<file path="src/rtl/supply_mon_pkg.sv">
package supply_mon_pkg;

   typedef struct packed {
      logic mon_en;
      logic irq_en;
      logic evt_en;
      logic rise_en;
      logic fall_en;
   } line_cfg_t;

   localparam line_cfg_t LINE_CFG_RESET = '{default: 1'b0};

endpackage

</file>
<file path="src/rtl/supply_mon_cmp.sv">
module supply_mon_cmp #(
   parameter int CODE_W = 8,
   parameter int LVL_W  = 3,
   parameter logic [(1<<LVL_W)-1:0][CODE_W-1:0] THRESH = '0
) (
   input  logic              clk,
   input  logic              rst_n,
   input  logic              active,
   input  logic [LVL_W-1:0]  level,
   input  logic [CODE_W-1:0] code,
   output logic              below_q
);

   logic [CODE_W-1:0] thr_sel;

   always_comb thr_sel = THRESH[level];

   always_ff @(posedge clk or negedge rst_n) begin
      if (!rst_n) below_q <= 1'b0;
      else        below_q <= active && (code < thr_sel);
   end

endmodule

</file>
<file path="src/rtl/supply_mon_sync.sv">
module supply_mon_sync #(
   parameter int STAGES = 2
) (
   input  logic clk,
   input  logic rst_n,
   input  logic d,
   output logic q
);

   logic [STAGES-1:0] sh_q;

   always_ff @(posedge clk or negedge rst_n) begin
      if (!rst_n) sh_q <= '0;
      else        sh_q <= {sh_q[STAGES-2:0], d};
   end

   assign q = sh_q[STAGES-1];

endmodule

</file>
<file path="src/rtl/supply_mon_line.sv">
module supply_mon_line (
   input  logic clk,
   input  logic rst_n,
   input  logic flag,
   input  logic active,
   input  logic cfg_wr,
   input  logic rise_en,
   input  logic fall_en,
   input  logic irq_en,
   input  logic evt_en,
   input  logic pend_clr,
   output logic pend_q,
   output logic evt_q
);

   logic prev_q;
   logic rise_hit, fall_hit, hit;

   always_comb begin
      rise_hit = flag & ~prev_q & rise_en;
      fall_hit = ~flag & prev_q & fall_en;
      // settings count as cleared during a configuration write
      hit      = (rise_hit | fall_hit) & active & ~cfg_wr;
   end

   always_ff @(posedge clk or negedge rst_n) begin
      if (!rst_n) begin
         prev_q <= 1'b0;
         pend_q <= 1'b0;
         evt_q  <= 1'b0;
      end else begin
         prev_q <= flag;
         pend_q <= (pend_q & ~pend_clr) | (hit & irq_en);
         evt_q  <= hit & evt_en;
      end
   end

endmodule

</file>
<file path="src/rtl/supply_mon_top.sv">
module supply_mon_top
   import supply_mon_pkg::*;
#(
   parameter int CODE_W      = 8,
   parameter int LVL_W       = 3,
   parameter int SYNC_STAGES = 2,
   parameter logic [(1<<LVL_W)-1:0][CODE_W-1:0] THRESH =
      {8'd212, 8'd196, 8'd180, 8'd164, 8'd148, 8'd132, 8'd116, 8'd100}
) (
   input  logic              clk,
   input  logic              rst_n,
   input  logic [CODE_W-1:0] supply_code,
   input  logic              standby,
   input  logic              cfg_wr,
   input  logic              cfg_mon_en,
   input  logic [LVL_W-1:0]  cfg_level,
   input  logic              cfg_irq_en,
   input  logic              cfg_evt_en,
   input  logic              cfg_rise_en,
   input  logic              cfg_fall_en,
   input  logic              pend_clr,
   output logic              below_flag,
   output logic              irq,
   output logic              evt_pulse
);

   localparam int NUM_LVL = 1 << LVL_W;

   generate
      if (CODE_W < 1) begin : g_bad_code
         $error("CODE_W must be at least 1");
      end
      if (LVL_W < 1 || NUM_LVL > 64) begin : g_bad_lvl
         $error("LVL_W out of range");
      end
      if (SYNC_STAGES < 2) begin : g_bad_sync
         $error("SYNC_STAGES must be at least 2");
      end
   endgenerate

   line_cfg_t        cfg_q;
   logic [LVL_W-1:0] level_q;
   logic             active;
   logic             raw_flag;

   always_ff @(posedge clk or negedge rst_n) begin
      if (!rst_n) begin
         cfg_q   <= LINE_CFG_RESET;
         level_q <= '0;
      end else if (cfg_wr) begin
         cfg_q   <= '{mon_en: cfg_mon_en, irq_en: cfg_irq_en, evt_en: cfg_evt_en,
                      rise_en: cfg_rise_en, fall_en: cfg_fall_en};
         level_q <= cfg_level;
      end
   end

   always_comb active = cfg_q.mon_en & ~standby;

   supply_mon_cmp #(
      .CODE_W (CODE_W),
      .LVL_W  (LVL_W),
      .THRESH (THRESH)
   ) cmp_i (
      .clk     (clk),
      .rst_n   (rst_n),
      .active  (active),
      .level   (level_q),
      .code    (supply_code),
      .below_q (raw_flag)
   );

   supply_mon_sync #(
      .STAGES (SYNC_STAGES)
   ) sync_i (
      .clk   (clk),
      .rst_n (rst_n),
      .d     (raw_flag),
      .q     (below_flag)
   );

   supply_mon_line line_i (
      .clk      (clk),
      .rst_n    (rst_n),
      .flag     (below_flag),
      .active   (active),
      .cfg_wr   (cfg_wr),
      .rise_en  (cfg_q.rise_en),
      .fall_en  (cfg_q.fall_en),
      .irq_en   (cfg_q.irq_en),
      .evt_en   (cfg_q.evt_en),
      .pend_clr (pend_clr),
      .pend_q   (irq),
      .evt_q    (evt_pulse)
   );

endmodule

</file>
<file path="config.mk">
export PLATFORM = sky130hd
export DESIGN_NAME = supply_mon_top
export DESIGN_NICKNAME = d
export VERILOG_FILES = /design/src/rtl/supply_mon_pkg.sv /design/src/rtl/supply_mon_cmp.sv /design/src/rtl/supply_mon_sync.sv /design/src/rtl/supply_mon_line.sv /design/src/rtl/supply_mon_top.sv
export SDC_FILE = /design/constraint.sdc
export NUM_CORES = 1
export LEC_CHECK = 0
export CORE_MARGIN = 5
export CORE_UTILIZATION = 44
export CTS_CLUSTER_DIAMETER = 100
export DETAILED_ROUTE_END_ITERATION = 8
export PLACE_DENSITY = 0.92
export SLEW_MARGIN = 0
export SYNTH_ARGS = -nofsm -noshare
export SYNTH_HDL_FRONTEND = slang
export SYNTH_SLANG_ARGS = --single-unit
</file>
<file path="constraint.sdc">
create_clock -name clk -period 2.4 [get_ports clk]
set_clock_uncertainty 0.05 [all_clocks]
set_input_delay 0.48 -clock clk [delete_from_list [all_inputs] [get_ports clk]]
set_output_delay 0.48 -clock clk [all_outputs]
set_load 0.01 [all_outputs]
</file>
[Word-level counts from Yosys, hierarchy flattened]
Memories as Yosys holds them, arrays and structs flattened.
Index checks and enable logic that the tools add are counted.
Cells by class
  order comparisons: 2
  muxes and demuxes: 1
  bitwise logic cells: 17
  reductions and logical operators: 1
Operator list (number)
  AND 1 bit: 10
  less-than comparator 8 bit: 1
  2-to-1 mux 8 bit: 1
  inverter 1 bit: 5
  less-than comparator 3 x 4 -> 1 bit, second input constant: 1
  bitwise OR 1 bit: 2
  logical AND 1 bit: 1
Word-level totals
  bits in registers: 14
  ROM bits: 64
  input port bits: 21
  output and inout port bits: 3
  word-level logic and storage cells: 33
  memories kept: 1
Memory list
  (name not given): depth 8, width 8, read ports 1, clocked after memory_dff 0, write ports 0, line supply_mon_cmp.sv:16  | always_comb thr_sel = THRESH[level];

[Logic depth before layout (Yosys ltp)]
Gate-level depths: netlist of run 1.
  depth in word-level cells: 8
  gate-level depth with buffers: 6
  depth with buffers taken out: 6

[Modules after synthesis]
Synthesis of run 1 repeated with hierarchy kept, for this count alone.
Unflattened totals
  cell total of the unflattened synthesis: 45
  area, all modules: 654.4 µm²
By module, submodules not included
  supply_mon_top: instances 1, cells an instance 18, area an instance 337.8 µm²
  supply_mon_cmp: instances 1, cells an instance 15, area an instance 151.4 µm²
  supply_mon_line: instances 1, cells an instance 10, area an instance 115.1 µm²
  supply_mon_sync: instances 1, cells an instance 2, area an instance 50.0 µm²

[Worst setup path after synthesis of run 1]
Ideal clock, no wire load.
  path kind: reg2reg
  start: register level_q[1]
  end: register cmp_i.below_q
  data arrival time: 1.268 ns
  required time: 2.239 ns
  path slack: 0.970 ns
  stages on the path, launching flop included: 7
  buffers on the path: 0
  cells stage by stage: dfrtp_1 -> inv_1 -> ha_1 -> ha_1 -> nand2_1 -> a21oi_2 -> a2111oi_2
On the way
  word-level cells in the longest chain between the ends: 4
RTL lines
  from (decl): line supply_mon_top.sv:42  | logic [LVL_W-1:0] level_q;
  from (signal assigned): line supply_mon_top.sv:53  | level_q <= cfg_level;
  memory read (8 x 8 bit)
  2-to-1 mux 8 bit (implied by the code): line supply_mon_cmp.sv:16
  less-than comparator 8 bit: line supply_mon_cmp.sv:20  | else below_q <= active && (code < thr_sel);
  logical AND 1 bit: line supply_mon_cmp.sv:20
  to (signal assigned): line supply_mon_cmp.sv:20
  to (decl): line supply_mon_cmp.sv:11  | output logic below_q
Every way passes these cells. The select of a mux whose other input is x is not followed.
A chain may end at the register's enable or synchronous reset.

[Final worst setup path of run 1]
  start: register sync_i.sh_q[1]
  end: output below_flag
RTL lines
  from (decl): line supply_mon_sync.sv:10  | logic [STAGES-1:0] sh_q;
  from (signal assigned): line supply_mon_sync.sv:14  | else sh_q <= {sh_q[STAGES-2:0], d};
  to (decl): line supply_mon_top.sv:22  | output logic below_flag,
No word-level cell between the ends.

==> results.json, run 1 <==
{
  "p_leak_nw": 0.3887,
  "grt_max_degree": 15,
  "grt_pass1_wl_um": 1821,
  "grt_pass1_vias": 450,
  "num_antenna_cells": 0,
  "yosysWarnings": 0,
  "cts_made_buffers": 3,
  "finalCritPeriodShare_pct": 72.12,
  "antenna_found_initial": 0,
  "status": "complete, no violations",
  "cts_resized": 0,
  "cts_hold_buf": 0,
  "drtIter0Drc": 3,
  "fin_ws_ps": 669.1,
  "die_area_mm2": 0.002233,
  "finalHoldViolations": 0,
  "hp-class": "reg -> reg",
  "setup_tns_ps": 0,
  "die-width_um": 47.25,
  "wl_met1_um": 453,
  "crit_buf_inv": 1,
  "top_layer_used": "met3",
  "grt.overflow.total": 0,
  "nNetsFinal": 101,
  "routed-via-count": 437,
  "crit_fanout": 4,
  "seqCellArea_um2": 350.3,
  "setup_violations": 0,
  "syn_area_per_cell_um2": 12.21,
  "post-cts-setup-buffers": 0,
  "rows": 13,
  "drt-total-wl_um": 1104,
  "ys_top_cells_by_area": "dfrtp_1 (57%), ha_1 (10%), nand2_1 (5.5%)",
  "synth_fp_nets": 76,
  "cellInternalPower_mw": 0.4022,
  "switching_share_pct": 22.56,
  "drive_gt1_share_pct": 14.86,
  "start_util_pct": 46.92,
  "first_pass_iters": 2,
  "cpPeakStageDelay_ps": 550,
  "pwr-share-clk_pct": 31.3,
  "layout_min_cycle_time_ps": 1731,
  "syn-cell-area_um2": 610.6,
  "synth-seq-cells": 14,
  "max_freq_ghz": 0.5777,
  "clockRootBuffer": "clkbuf_4",
  "comb_power_share_pct": 17.9,
  "coreArea_mm2": 0.001301,
  "netlist.area_leader.share_pct": 57.38,
  "die_h_um": 47.25,
  "drc_errors": 0,
  "routabilityCongestion": 0.6603,
  "cp.required_ps": 1870,
  "htreeDepth": 1,
  "cts_tree": "built",
  "final_antenna_net_count": 0,
  "max-clock-path-buffers": 2,
  "vias_per_cell": 4.910,
  "peakVddDrop_mv": 0.3202,
  "multiInputGateArea_um2": 237.7,
  "clk_latency_ps": 270,
  "fill_cells": 108,
  "arrival_ps": 1200,
  "criticalPathCategory": "reg -> out",
  "worst_pin_slew_ps": 583.1,
  "powerDensity_mw_per_mm2": 598.1,
  "synth_top_area_cell": "dfrtp_1",
  "drv_slew": 0,
  "dp_slack_ps": 487.5,
  "grt_util_all_layers_pct": 11.93,
  "pwr-share-seq_pct": 50.9,
  "cp_slowest_cell": "clkdlybuf4s50_1",
  "cp-start-kind": "register",
  "relSlewSlack_pct": 61.01,
  "synthCells": 50,
  "drv_cap": 0,
  "place_hpwl_um": 909.9,
  "cp_top_family": "buffers and inverters",
  "clkTransAtPathRegs_ps": 80,
  "wire_per_inst_um": 12.40,
  "path_cells": "clkdlybuf4s50_1",
  "cts.sinks": 14,
  "ys_types": 15,
  "wl_met3_um": 114,
  "rsz0062_at_grt": "false",
  "wl_met2_um": 535,
  "synth-seq-area-share_pct": 57.38,
  "switching_power_mw": 0.1172,
  "synthToLayoutAreaGrowth_pct": 42.21,
  "cp-end-kind": "output pin",
  "io_pins": 24,
  "io_buffers": 21
}
==> synthesized netlist by cell type <==
| library cell | count |
|---|---|
| nand2_1 | 9 |
| ha_1 | 5 |
| mux2_2 | 3 |
| a21oi_2 | 2 |
| buf_4 | 1 |
| nand3b_1 | 1 |
| nor3_1 | 1 |
| o21a_1 | 1 |
| o32ai_1 | 1 |
| dfrtp_1 | 14 |
| nand2b_1 | 3 |
| o211ai_2 | 1 |
| inv_1 | 4 |
| a2111oi_2 | 1 |
| o21ai_0 | 3 |
==> power groups by stage <==
stage / combinational [mW] / clock [mW] / sequential (mW)
after detailed placement: 0.0946 / 0 / 0.269
after global routing: 0.103 / 0.177 / 0.267
after CTS: 0.0954 / 0.167 / 0.264
after global placement: 0.0914 / 0 / 0.268
final: 0.0928 / 0.162 / 0.264
after floorplan: 0.0469 / 0 / 0.268
==> area by class of cell <==
| class | instances | share of cell area [%] |
|---|---|---|
| flip-flops and latches | 14 | 40.35 |
| clock buffers | 4 | 4.179 |
| repair buffers | 21 | 24.21 |
| well taps | 15 | 2.161 |
| multi-input cells | 31 | 27.38 |
| inverters | 4 | 1.729 |
==> logic make-up after synthesis <==
logic type / count (synthesis) / share of synthesized area [%]
buffers and inverters: 5 / 3.688
adders and majority gates: 5 / 10.25
AOI/OAI and AO/OA: 9 / 12.50
DFF: 14 / 57.38
muxes: 3 / 5.532
and+or+nand+nor: 14 / 10.66
==> per-layer routing <==
metal / GRT usage [%] / up-vias
li1: - / 218
met1: 13.16 / 202
met2: 20.86 / 17
met3: 4.981 / 0
met4: 3.315 / 0
met5: 0 / -
==> worst paths after layout <==
check	startpoint	endpoint	slack [ps]	cells after the start
max	sync_i.sh_q[1]$_DFF_PN0_	below_flag	670	1
min	sync_i.sh_q[0]$_DFF_PN0_	sync_i.sh_q[1]$_DFF_PN0_	310	0
max reg2reg	level_q[1]$_DFFE_PN0P_	cmp_i.below_q$_DFF_PN0_	850	6
min reg2reg	sync_i.sh_q[0]$_DFF_PN0_	sync_i.sh_q[1]$_DFF_PN0_	310	0
max in group asynchronous	rst_n	line_i.prev_q$_DFF_PN0_	1390	1
min in group asynchronous	rst_n	cfg_q[2]$_DFFE_PN0P_	530	1
==> registers in the layout, indices dropped and copies added (netlist names) <==
name and cells:
line_i.evt_q 1, cfg_q 5, line_i.prev_q 1, level_q 3
sync_i.sh_q 2, line_i.pend_q 1, cmp_i.below_q 1
==> cells in the final DEF, fill, tap and decap left out <==
cell type,n
o211ai_2,1
nor3_1,1
nand2_1,9
mux2_2,3
ha_1,5
nand3b_1,1
o32ai_1,1
o21ai_0,3
a2111oi_2,1
o21a_1,1
a21oi_2,2
dfrtp_1,14
nand2b_1,3
inv_1,4
clkdlybuf4s50_1,21
clkbuf_8,1
clkbuf_4,3
==> through the flow <==
| stage | total power, mW | instance area [um^2] | cells | util (%) | hold slack [ps] |
|---|---|---|---|---|---|
| after floorplan | 0.3145 | 610.6 | 50 | - | 134.4 |
| after global placement | 0.3594 | 832.0 | 85 | 63.94 | 290.4 |
| after detailed placement | 0.3636 | 832.0 | 85 | 63.94 | 291.8 |
| after CTS | 0.5263 | 868.3 | 89 | 66.73 | 310.0 |
| after global routing | 0.5469 | 868.3 | 89 | 66.73 | 322.7 |
| final | 0.5193 | 868.3 | 89 | 66.73 | 307.7 |
No activity file was read; power rests on OpenSTA's default activity.
==> run 2: changes to the inputs <==
CORE_ASPECT_RATIO = 1.1   (was not set)
CORE_UTILIZATION = 37   (was 44)
PLACE_DENSITY = 0.83   (was 0.92)
clock period = 1.5 ns   (was 2.4 ns; I/O delays follow)
==> results.json, run 2 (synthesis results as in run 1) <==
{
  "status": "complete, no violations",
  "nNetsFinal": 104,
  "mostFrequentLayoutCells": "clkdlybuf4s50_1 (18), dfrtp_1 (14), nand2_1 (9)",
  "cts_made_buffers": 3,
  "antenna_found_initial": 0,
  "die_area_mm2": 0.002563,
  "hp-class": "in -> async",
  "synthToLayoutAreaGrowth_pct": 51.84,
  "max_freq_ghz": 0.7029,
  "start_util_pct": 38.73,
  "fill_cells": 144,
  "drt-total-wl_um": 1249,
  "die-width_um": 48.73,
  "setup_tns_ps": 0,
  "powerDensity_mw_per_mm2": 929.6,
  "drv_slew": 0,
  "final_common_cell": "clkdlybuf4s50_1",
  "critPathCapture": "cmp_i.below_q$_DFF_PN0_",
  "first_pass_iters": 3,
  "max-clock-path-buffers": 2,
  "criticalPathCategory": "reg -> reg",
  "wire_per_inst_um": 13.29,
  "grt_pass1_wl_um": 2056,
  "clockRootBuffer": "clkbuf_4",
  "dp_slack_ps": -185.3,
  "grt_max_degree": 15,
  "grt_util_all_layers_pct": 10.53,
  "worst_pin_slew_ps": 243.7,
  "largest_reg_flops": 5,
  "final_antenna_net_count": 0,
  "rsz0062_at_grt": "false",
  "vias_per_cell": 4.840,
  "peakVddDrop_mv": 0.4567,
  "drive_gt1_share_pct": 24.68,
  "grt_pass1_vias": 517,
  "r2r_start": "level_q[1]$_DFFE_PN0P_",
  "finalCritPeriodShare_pct": 94.84,
  "final_util_pct": 58.81,
  "rows": 15,
  "rr_worst_depth": 6,
  "clk_latency_ps": 270,
  "arrival_ps": 1540,
  "reg2reg_to": "cmp_i.below_q$_DFF_PN0_",
  "routabilityCongestion": 0.7423,
  "routed-via-count": 455,
  "top_register": "cfg_q",
  "fin_ws_ps": 77.39,
  "grt.overflow.total": 0,
  "die_h_um": 52.61,
  "clkTransAtPathRegs_ps": 80,
  "drtIter0Drc": 5,
  "crit_fanout": 2,
  "cts_tree": "built",
  "io_pins": 24,
  "layout_min_cycle_time_ps": 1423,
  "p_leak_nw": 0.4152,
  "cp-end-kind": "register",
  "critPathLaunch": "level_q[1]$_DFFE_PN0P_",
  "num_antenna_cells": 0,
  "reg2reg_slack_ps": 80,
  "coreArea_mm2": 0.001577,
  "power.total_mw": 0.8619,
  "finalHoldViolations": 0,
  "cp-start-kind": "register",
  "cts_hold_buf": 0,
  "cp.required_ps": 1620,
  "top_regs": "cfg_q (5), level_q (3), sync_i.sh_q (2)",
  "place_hpwl_um": 973.7,
  "drc_errors": 0,
  "drv_cap": 0,
  "cts.sinks": 14,
  "io_buffers": 21,
  "setup_violations": 0,
  "relSlewSlack_pct": 83.72,
  "htreeDepth": 1
}
-- run 2: per-stage QoR --
| stage | cell area [um^2] | cells | hold WS (ps) |
|---|---|---|---|
| floorplan | 610.6 | 50 | -45.59 |
| CTS | 889.6 | 94 | 288.0 |
| detailed placement | 849.6 | 89 | 284.7 |
| global placement | 849.6 | 89 | 282.3 |
| finish | 927.1 | 94 | 283.2 |
| global route | 927.1 | 94 | 303.2 |
-- run 2: area by class of cell --
class | count | area, um^2 | share of cell area [%]
Clock buffer | 4 | 36.28 | 3.914
Inverter | 4 | 15.01 | 1.619
Timing Repair Buffer | 24 | 229.0 | 24.70
Multi-Input combinational cell | 31 | 275.3 | 29.69
Tap cell | 17 | 21.27 | 2.294
Sequential cell | 14 | 350.3 | 37.79
-- run 2: worst max-delay path, cell delays in order, from the launching register on --
cell and delay [ps]:
dfrtp_1 380, inv_2 60, ha_4 150, ha_1 290
nand2_1 90, a21oi_2 40, a2111oi_2 260
-- run 2: worst min-delay path by stage --
| stage | startpoint | endpoint | slack, ps | cells after the start |
|---|---|---|---|---|
| 2_1_floorplan | rst_n | cfg_q[0]$_DFFE_PN0P_ | -50 | 0 |
| 3_5_place_dp | cmp_i.below_q$_DFF_PN0_ | sync_i.sh_q[0]$_DFF_PN0_ | 280 | 0 |
| 6_report | rst_n | line_i.pend_q$_DFF_PN0_ | 280 | 2 |
| 5_1_grt | rst_n | sync_i.sh_q[1]$_DFF_PN0_ | 300 | 2 |
| 4_1_cts | rst_n | cfg_q[0]$_DFFE_PN0P_ | 290 | 2 |
| 3_3_place_gp | sync_i.sh_q[0]$_DFF_PN0_ | sync_i.sh_q[1]$_DFF_PN0_ | 280 | 0 |
-- run 2: timing repair --
item                                    in CTS  in global routing
buffers inserted                             1                  0
endpoints found under the setup margin       4                  1
pin swaps                                    3                  3
cloned                                       0                  0
gates resized for setup                      3                  5
-- run 2: report_power, final --
part	internal [mW]	switching (mW)	total [mW]
sequential	0.409	0.0142	0.423
clock	0.147	0.116	0.263
combinational	0.104	0.0717	0.175
-- run 2: routing by layer --
layer	up-vias	global-route usage, %	part of all wire, %
li1	223	-	-
met1	216	9.171	36
met2	16	21.09	56
met3	0	4.274	7.9
met4	0	4.036	0
met5	-	0	0
